**src/rtl/nand_phase_seq.sv**
```systemverilog
module nand_phase_seq #(
  parameter int DW       = 8,
  parameter int MAX_ADDR = 5,
  parameter int CNT_W    = 8,
  localparam int NA_W    = $clog2(MAX_ADDR + 1),
  localparam int AB_W    = MAX_ADDR * DW
)(
  input  logic             clk,
  input  logic             rst_n,
  input  logic             req_go,
  input  logic [DW-1:0]    req_cmd1,
  input  logic [NA_W-1:0]  req_naddr,
  input  logic [AB_W-1:0]  req_addr,
  input  logic             req_cmd2_en,
  input  logic [DW-1:0]    req_cmd2,
  input  logic             req_write,
  input  logic [CNT_W-1:0] req_len,
  input  logic             req_boot,
  input  logic [3:0]       t_wc,
  input  logic [2:0]       t_wp,
  input  logic [3:0]       t_rc,
  input  logic [2:0]       t_rea,
  input  logic [2:0]       t_clr,
  input  logic [2:0]       t_ar,
  input  logic [2:0]       t_rr,
  input  logic             rb_busy,
  input  logic [DW-1:0]    dq_in,
  input  logic [DW-1:0]    wr_data,
  output logic             seq_busy,
  output logic             cs_n,
  output logic             cle,
  output logic             ale,
  output logic             we_n,
  output logic             re_n,
  output logic [DW-1:0]    dq_out,
  output logic             dq_oe,
  output logic             wr_take,
  output logic             rd_push,
  output logic [DW-1:0]    rd_byte
);

  typedef enum logic [3:0] {
    S_IDLE, S_CMD1, S_ADDR, S_CMD2, S_GRD, S_RBW, S_RRG, S_DATA, S_ENDC
  } st_t;

  st_t              st, tail_st, gd_st;
  logic [3:0]       k;
  logic [NA_W-1:0]  aidx, naddr_q;
  logic [CNT_W-1:0] beat, len_q;
  logic [AB_W-1:0]  addr_q;
  logic [DW-1:0]    cmd1_q, cmd2_q;
  logic             c2en_q, wr_q, boot_q;
  logic [2:0]       grd_q, lat_g;
  logic             bsy1, bsy2;

  logic [3:0] wper_m1, rper_m1;
  logic       wlast, rlast, dlast, c2_pre, has_data, wphase;

  assign wper_m1  = (t_wc == 4'd0) ? 4'd0 : t_wc - 4'd1;
  assign rper_m1  = (t_rc == 4'd0) ? 4'd0 : t_rc - 4'd1;
  assign wlast    = (k == wper_m1);
  assign rlast    = (k == rper_m1);
  assign dlast    = wr_q ? wlast : rlast;
  assign has_data = (len_q != '0);
  assign c2_pre   = c2en_q && !(wr_q && has_data);
  assign lat_g    = (st == S_ADDR) ? t_ar : t_clr;
  assign gd_st    = boot_q ? S_RBW : S_DATA;

  always_comb begin
    if (!has_data)          tail_st = S_IDLE;
    else if (lat_g != 3'd0) tail_st = S_GRD;
    else                    tail_st = gd_st;
  end

  always_ff @(posedge clk or negedge rst_n) begin
    if (!rst_n) begin
      bsy1 <= 1'b0;
      bsy2 <= 1'b0;
    end else begin
      bsy1 <= rb_busy;
      bsy2 <= bsy1;
    end
  end

  always_ff @(posedge clk or negedge rst_n) begin
    if (!rst_n) begin
      st      <= S_IDLE;
      k       <= '0;
      aidx    <= '0;
      beat    <= '0;
      naddr_q <= '0;
      len_q   <= '0;
      addr_q  <= '0;
      cmd1_q  <= '0;
      cmd2_q  <= '0;
      c2en_q  <= 1'b0;
      wr_q    <= 1'b0;
      boot_q  <= 1'b0;
      grd_q   <= '0;
    end else begin
      case (st)
        S_IDLE: if (req_go) begin
          st      <= S_CMD1;
          k       <= '0;
          aidx    <= '0;
          beat    <= '0;
          cmd1_q  <= req_cmd1;
          naddr_q <= req_naddr;
          addr_q  <= req_addr;
          c2en_q  <= req_cmd2_en;
          cmd2_q  <= req_cmd2;
          wr_q    <= req_write;
          len_q   <= req_len;
          boot_q  <= req_boot;
        end
        S_CMD1: if (wlast) begin
          k     <= '0;
          grd_q <= lat_g;
          if (naddr_q != '0) st <= S_ADDR;
          else if (c2_pre)   st <= S_CMD2;
          else               st <= tail_st;
        end else k <= k + 4'd1;
        S_ADDR: if (wlast) begin
          k      <= '0;
          grd_q  <= lat_g;
          addr_q <= addr_q >> DW;
          if (aidx == naddr_q - {{(NA_W-1){1'b0}}, 1'b1})
            st <= c2_pre ? S_CMD2 : tail_st;
          else
            aidx <= aidx + {{(NA_W-1){1'b0}}, 1'b1};
        end else k <= k + 4'd1;
        S_CMD2: if (wlast) begin
          k     <= '0;
          grd_q <= lat_g;
          st    <= tail_st;
        end else k <= k + 4'd1;
        S_GRD: if (k == {1'b0, grd_q} - 4'd1) begin
          k  <= '0;
          st <= gd_st;
        end else k <= k + 4'd1;
        S_RBW: if (!bsy2) begin
          k  <= '0;
          st <= (t_rr != 3'd0) ? S_RRG : S_DATA;
        end
        S_RRG: if (k == {1'b0, t_rr} - 4'd1) begin
          k  <= '0;
          st <= S_DATA;
        end else k <= k + 4'd1;
        S_DATA: if (dlast) begin
          k <= '0;
          if (beat == len_q - {{(CNT_W-1){1'b0}}, 1'b1}) begin
            beat <= '0;
            st   <= (wr_q && c2en_q) ? S_ENDC : S_IDLE;
          end else beat <= beat + {{(CNT_W-1){1'b0}}, 1'b1};
        end else k <= k + 4'd1;
        S_ENDC: if (wlast) begin
          k  <= '0;
          st <= S_IDLE;
        end else k <= k + 4'd1;
        default: st <= S_IDLE;
      endcase
    end
  end

  assign seq_busy = (st != S_IDLE);
  assign cle      = (st == S_CMD1) || (st == S_CMD2) || (st == S_ENDC);
  assign ale      = (st == S_ADDR);
  assign cs_n     = !(cle || ale || st == S_DATA);
  assign wphase   = cle || ale || (st == S_DATA && wr_q);
  assign we_n     = !(wphase && (k < {1'b0, t_wp}));
  assign re_n     = !(st == S_DATA && !wr_q && (k >= {1'b0, t_rea}));
  assign dq_oe    = wphase;
  assign wr_take  = (st == S_DATA) && wr_q && wlast;

  always_comb begin
    case (st)
      S_CMD1:         dq_out = cmd1_q;
      S_CMD2, S_ENDC: dq_out = cmd2_q;
      S_ADDR:         dq_out = addr_q[DW-1:0];
      S_DATA:         dq_out = wr_q ? wr_data : '0;
      default:        dq_out = '0;
    endcase
  end

  always_ff @(posedge clk or negedge rst_n) begin
    if (!rst_n) begin
      rd_push <= 1'b0;
      rd_byte <= '0;
    end else begin
      rd_push <= (st == S_DATA) && !wr_q && rlast;
      if ((st == S_DATA) && !wr_q && rlast) rd_byte <= dq_in;
    end
  end

endmodule


```
**config.mk**
```make
export PLATFORM = sky130hd
export DESIGN_NAME = nand_phase_seq
export DESIGN_NICKNAME = d
export VERILOG_FILES = /design/src/rtl/nand_phase_seq.sv
export SDC_FILE = /design/constraint.sdc
export NUM_CORES = 1
export LEC_CHECK = 0
export BUFFER_PORTS_ARGS = -buffer_cell sky130_fd_sc_hd__buf_2
export CAP_MARGIN = 10
export CELL_PAD_IN_SITES_DETAIL_PLACEMENT = 1
export CELL_PAD_IN_SITES_GLOBAL_PLACEMENT = 1
export CORE_MARGIN = 2
export CORE_UTILIZATION = 44
export DETAILED_ROUTE_END_ITERATION = 6
export PLACE_DENSITY_LB_ADDON = 0.15
export REMOVE_ABC_BUFFERS = 1
export SLEW_MARGIN = 20
export SYNTH_ARGS = -nofsm -noshare
export SYNTH_HDL_FRONTEND = slang
export SYNTH_SLANG_ARGS = --single-unit
```
**constraint.sdc**
```tcl
create_clock -name clk -period 5.53 [get_ports clk]
set_input_delay 0.553 -clock clk [delete_from_list [all_inputs] [get_ports clk]]
set_output_delay 0.553 -clock clk [all_outputs]
set_load 0.02 [all_outputs]
```
==> results.rst <==
.. list-table::
   :header-rows: 1

   * - Metric
     - Value
   * - Hold buffers post-CTS
     - 0
   * - Average footprint of a synthesized cell
     - 9.19 µm²
   * - Achievable Freq
     - 288 MHz
   * - Crit-path max cell delay
     - 780 ps
   * - Netlist cell types
     - 58
   * - Launch point of the worst reg-to-reg path
     - st[2]
   * - Worst setup skew after layout
     - 7.26 ps
   * - Accumulated negative setup slack
     - 0 ps
   * - Average wire length per cell after detail routing
     - 17.1 µm
   * - Reported leakage power
     - 3.27 nW
   * - Net switching fraction of the power
     - 0.413
   * - Post-detailed-routing wire length
     - 15,600 µm
   * - Number of I/O pins
     - 138
   * - Vias per cell
     - 5.42
   * - Fin area
     - 6800 µm²
   * - Root Buffer Master
     - sky130_fd_sc_hd__clkbuf_16
   * - Final number of max-transition violations
     - 0
   * - Proportion of power drawn by combinational gates
     - 0.429
   * - Cell Area, Synth
     - 5700 µm²
   * - Die Width
     - 118 µm
   * - Post CTS Setup Buffer Count
     - 0
   * - Cells after Synth
     - 620
   * - Core footprint
     - 12,600 µm²
   * - Cell-internal power
     - 2.02 mW
   * - Clock sinks
     - 103
   * - Portion of the post-synthesis area used by sequential elements
     - 0.452
   * - Full die area
     - 13,900 µm²
   * - Pwr dens
     - 506 nW/µm²
   * - Async set or reset register ratio after synthesis
     - 1.00
   * - Number of iterations in the first detailed-routing pass
     - 4
   * - Initial core utilization
     - 0.452
   * - DRT antenna net count
     - 0
   * - Last weighted congestion value of the routability-driven placer
     - 0.796
   * - Critical path class
     - reg2out
   * - Max-Cap Viols
     - 0
   * - Post-synth top flop
     - sky130_fd_sc_hd__dfrtp_1
   * - Maximum number of pins on one net before global-route repair
     - 73
   * - Power after layout
     - 3.44 mW
   * - Unrepaired setup endpoints after global routing
     - false
   * - Synth top area cells
     - sky130_fd_sc_hd__dfrtp_1 (45%), sky130_fd_sc_hd__nand2_1 (7.3%), sky130_fd_sc_hd__o21ai_0 (6.5%), sky130_fd_sc_hd__mux2i_1 (6.3%), sky130_fd_sc_hd__ha_1 (3.3%)
   * - Kind of cell adding the most delay to the critical path
     - buffers and inverters
   * - Via count of the first global-routing pass
     - 5,281
   * - DR iter-0 viols
     - 237
   * - Worst Reg2Reg Path Length in Cells
     - 8
   * - Reg2reg end
     - st[0]
   * - Final setup viols
     - 0
   * - Headroom to the max-slew limit
     - 0.359
   * - VDD IR-drop max
     - 0.196 mV
   * - Final hold viol count
     - 0
   * - Clock share of power
     - 0.186
   * - Highest-delay cell along the critical path
     - sky130_fd_sc_hd__inv_2
   * - Count of input and output buffers
     - 137
   * - Critical path capture point type
     - output pin
   * - Diode insertion count for antenna repair
     - 0
   * - Total net switching power
     - 1.42 mW
   * - Buffers plus inverters on the worst setup path
     - 2
   * - Post-cts repair resize count
     - 0
   * - Final net count
     - 866
   * - Remaining routing DRC violations
     - 0
   * - Number of buffers added by the clock tree synthesis step
     - 9
   * - Wire length of the first global-routing pass
     - 26,000 µm
   * - Number of buffers on the longest clock path
     - 2
   * - Critical path cell sequence
     - nor2_1 > nand3b_1 > inv_2 > a222oi_1 > o21ai_0 > buf_2
   * - Required time of the critical path
     - 4980 ps
   * - Skew-Pair Late Insertion Delay
     - 350 ps
   * - Reg-to-reg setup timing slack
     - 2300 ps
   * - Cell accounting for the most synthesized area
     - sky130_fd_sc_hd__dfrtp_1
   * - Arrival time of data at the critical path endpoint
     - 2920 ps
   * - Count of flip-flops with a built-in enable after synthesis
     - 0
   * - Worst min-delay path class
     - in2async
   * - Rows
     - 41
   * - Die span in y
     - 118 µm
   * - Fraction of the mapped netlist area in adder cells
     - 0.0329
   * - Clock tree from TritonCTS
     - done
   * - Number of fillers in the final layout
     - 1,567
   * - Layout area overhead
     - 19.4%
   * - H-tree depth
     - 3
   * - Biggest fanout along the worst timing path
     - 37
   * - Global routing usage summed across all routing layers
     - 0.231
   * - Final clock period utilization by the worst path
     - 0.629
   * - Part of the total power dissipated in sequential elements
     - 0.386
   * - Congestion Overflow GR
     - 0
   * - Post-Synth XOR/XNOR Area
     - 0.0415
   * - Kind of start point of the critical path
     - register
   * - Mux cell area share after synthesis
     - 0.0850
   * - Number of warnings printed during yosys synthesis
     - 0
   * - Total vias in the final route
     - 4,955
   * - Fraction of final layout cells with drive strength greater than 1
     - 0.233
   * - Clock transition at the registers of the reported paths
     - 70 ps
   * - HPWL Detailed
     - 11,300 µm
   * - Worst slew pin tran
     - 960 ps
   * - Largest family of logic cells by synthesized area
     - simple AND/OR/NAND/NOR gates
   * - Area share of the largest cell type after synthesis
     - 0.452
   * - Shortest clock period the worst path allows after layout
     - 3480 ps
   * - Flops & latches, synth
     - 103
   * - Antenna violations before repair
     - 1
   * - Final hold slack
     - 194 ps
   * - Outcome
     - completed
   * - Fraction of the mapped netlist area in compound gates
     - 0.170
   * - Simple-gate area share of the yosys netlist
     - 0.171
   * - Placed cell area
     - 6500 µm²
==> cell type report <==
type / instances / area [µm²] / area share
multi-input cells: 451 / 2880 / 0.424
flip-flops and latches: 103 / 2580 / 0.379
repair buffers: 141 / 718 / 0.106
clock buffers: 12 / 246 / 0.0362
well taps: 172 / 215 / 0.0316
inverters: 32 / 120 / 0.0177
clock inverters: 3 / 43.8 / 0.00644
==> cell usage after synthesis, types with 4 or more instances <==
library cell,count
sky130_fd_sc_hd__nand2_1,111
sky130_fd_sc_hd__o22ai_1,5
sky130_fd_sc_hd__nand4_1,5
sky130_fd_sc_hd__dfrtp_1,103
sky130_fd_sc_hd__a211oi_1,8
sky130_fd_sc_hd__and3_1,4
sky130_fd_sc_hd__mux2_2,9
sky130_fd_sc_hd__nand2b_1,13
sky130_fd_sc_hd__nand3_1,12
sky130_fd_sc_hd__nor2b_1,7
sky130_fd_sc_hd__xor2_1,13
sky130_fd_sc_hd__clkbuf_1,23
sky130_fd_sc_hd__buf_1,7
sky130_fd_sc_hd__o31ai_1,6
sky130_fd_sc_hd__a222oi_1,8
sky130_fd_sc_hd__inv_1,31
sky130_fd_sc_hd__a22o_1,10
sky130_fd_sc_hd__a21oi_1,18
sky130_fd_sc_hd__mux2i_1,36
sky130_fd_sc_hd__nor3_1,12
sky130_fd_sc_hd__xnor2_1,14
sky130_fd_sc_hd__o21ai_0,74
sky130_fd_sc_hd__ha_1,15
sky130_fd_sc_hd__nor2_1,25
==> sequential cells by signal, summed over array words and instances (netlist names) <==
| register | flops |
|---|---|
| addr_q | 40 |
| aidx | 3 |
| beat | 8 |
| boot_q | 1 |
| bsy1 | 1 |
| bsy2 | 1 |
| c2en_q | 1 |
| cmd1_q | 8 |
| cmd2_q | 8 |
| grd_q | 3 |
| k | 4 |
| len_q | 8 |
| naddr_q | 3 |
| rd_byte | 8 |
| rd_push | 1 |
| st | 4 |
| wr_q | 1 |
==> worst register-to-register path: stages (launching register included) <==
cell                        delay, ps
sky130_fd_sc_hd__dfrtp_1          600
sky130_fd_sc_hd__nor2_1           320
sky130_fd_sc_hd__nand3b_1         230
sky130_fd_sc_hd__inv_2            780
sky130_fd_sc_hd__mux2i_1          360
sky130_fd_sc_hd__nand4_1          150
sky130_fd_sc_hd__a2111oi_0        430
sky130_fd_sc_hd__o31a_1           190
sky130_fd_sc_hd__mux2_1           120
==> worst max path at each step <==
stage	endpoint	start	depth (start not counted)
floorplan	addr_q[0]	st[1]	4
global placement	st[2]	t_wc[2]	8
detailed placement	st[0]	st[2]	8
CTS	dq_out[5]	st[2]	6
global route	dq_out[6]	st[2]	6
finish	dq_out[5]	st[2]	6
==> layer usage <==
| metal | routed length [µm] | global-route usage | vias to the layer above |
|---|---|---|---|
| met2 | 7750 | 0.394 | 113 |
| met4 | 189 | 0.0617 | 0 |
| met3 | 889 | 0.0562 | 19 |
| met1 | 6790 | 0.295 | 2415 |
| li1 | - | - | 2408 |
| met5 | 0 | 0 | - |
==> cell usage in the layout, fill, tap and decap left out, drive strengths merged, types with 2 or more instances in the layout <==
master	count
a2111oi	2
a211oi	8
a21boi	3
a21oi	18
a222oi	8
a22o	10
a31oi	2
and2	2
and3	4
buf	141
clkbuf	12
clkinv	2
dfrtp	103
ha	15
inv	32
mux2	11
mux2i	36
nand2	111
nand2b	13
nand3	12
nand3b	3
nand4	5
nor2	25
nor2b	8
nor3	12
nor4	4
nor4b	2
o211ai	3
o21a	3
o21ai	76
o22ai	5
o31ai	6
or3	3
xnor2	14
xor2	13
==> logic make-up after synthesis <==
group                      Yosys count
AOI/OAI and AO/OA                  155
xor gates and xnor gates            27
adders and majority gates           15
buffers and inverters               66
DFF                                103
muxes                               47
and+or+nand+nor                    207
==> power groups by stage <==
stage,Sequential (mW),Clock [mW],Combinational [mW]
4_1_cts,1.33,0.651,1.49
5_1_grt,1.37,0.681,1.66
3_5_place_dp,1.34,0,1.47
6_report,1.33,0.640,1.48
2_1_floorplan,1.27,0,1.05
3_3_place_gp,1.31,0,1.40
==> per-stage QoR <==
step                std cells  worst slack (ps)  utilization
floorplan                 586              1260            -
global placement          899              2510        0.515
detailed placement        899              2410        0.515
CTS                       914              2090        0.538
global route              914              1800        0.539
finish                    914              2050        0.539
Power figures use the tool's default switching activity.
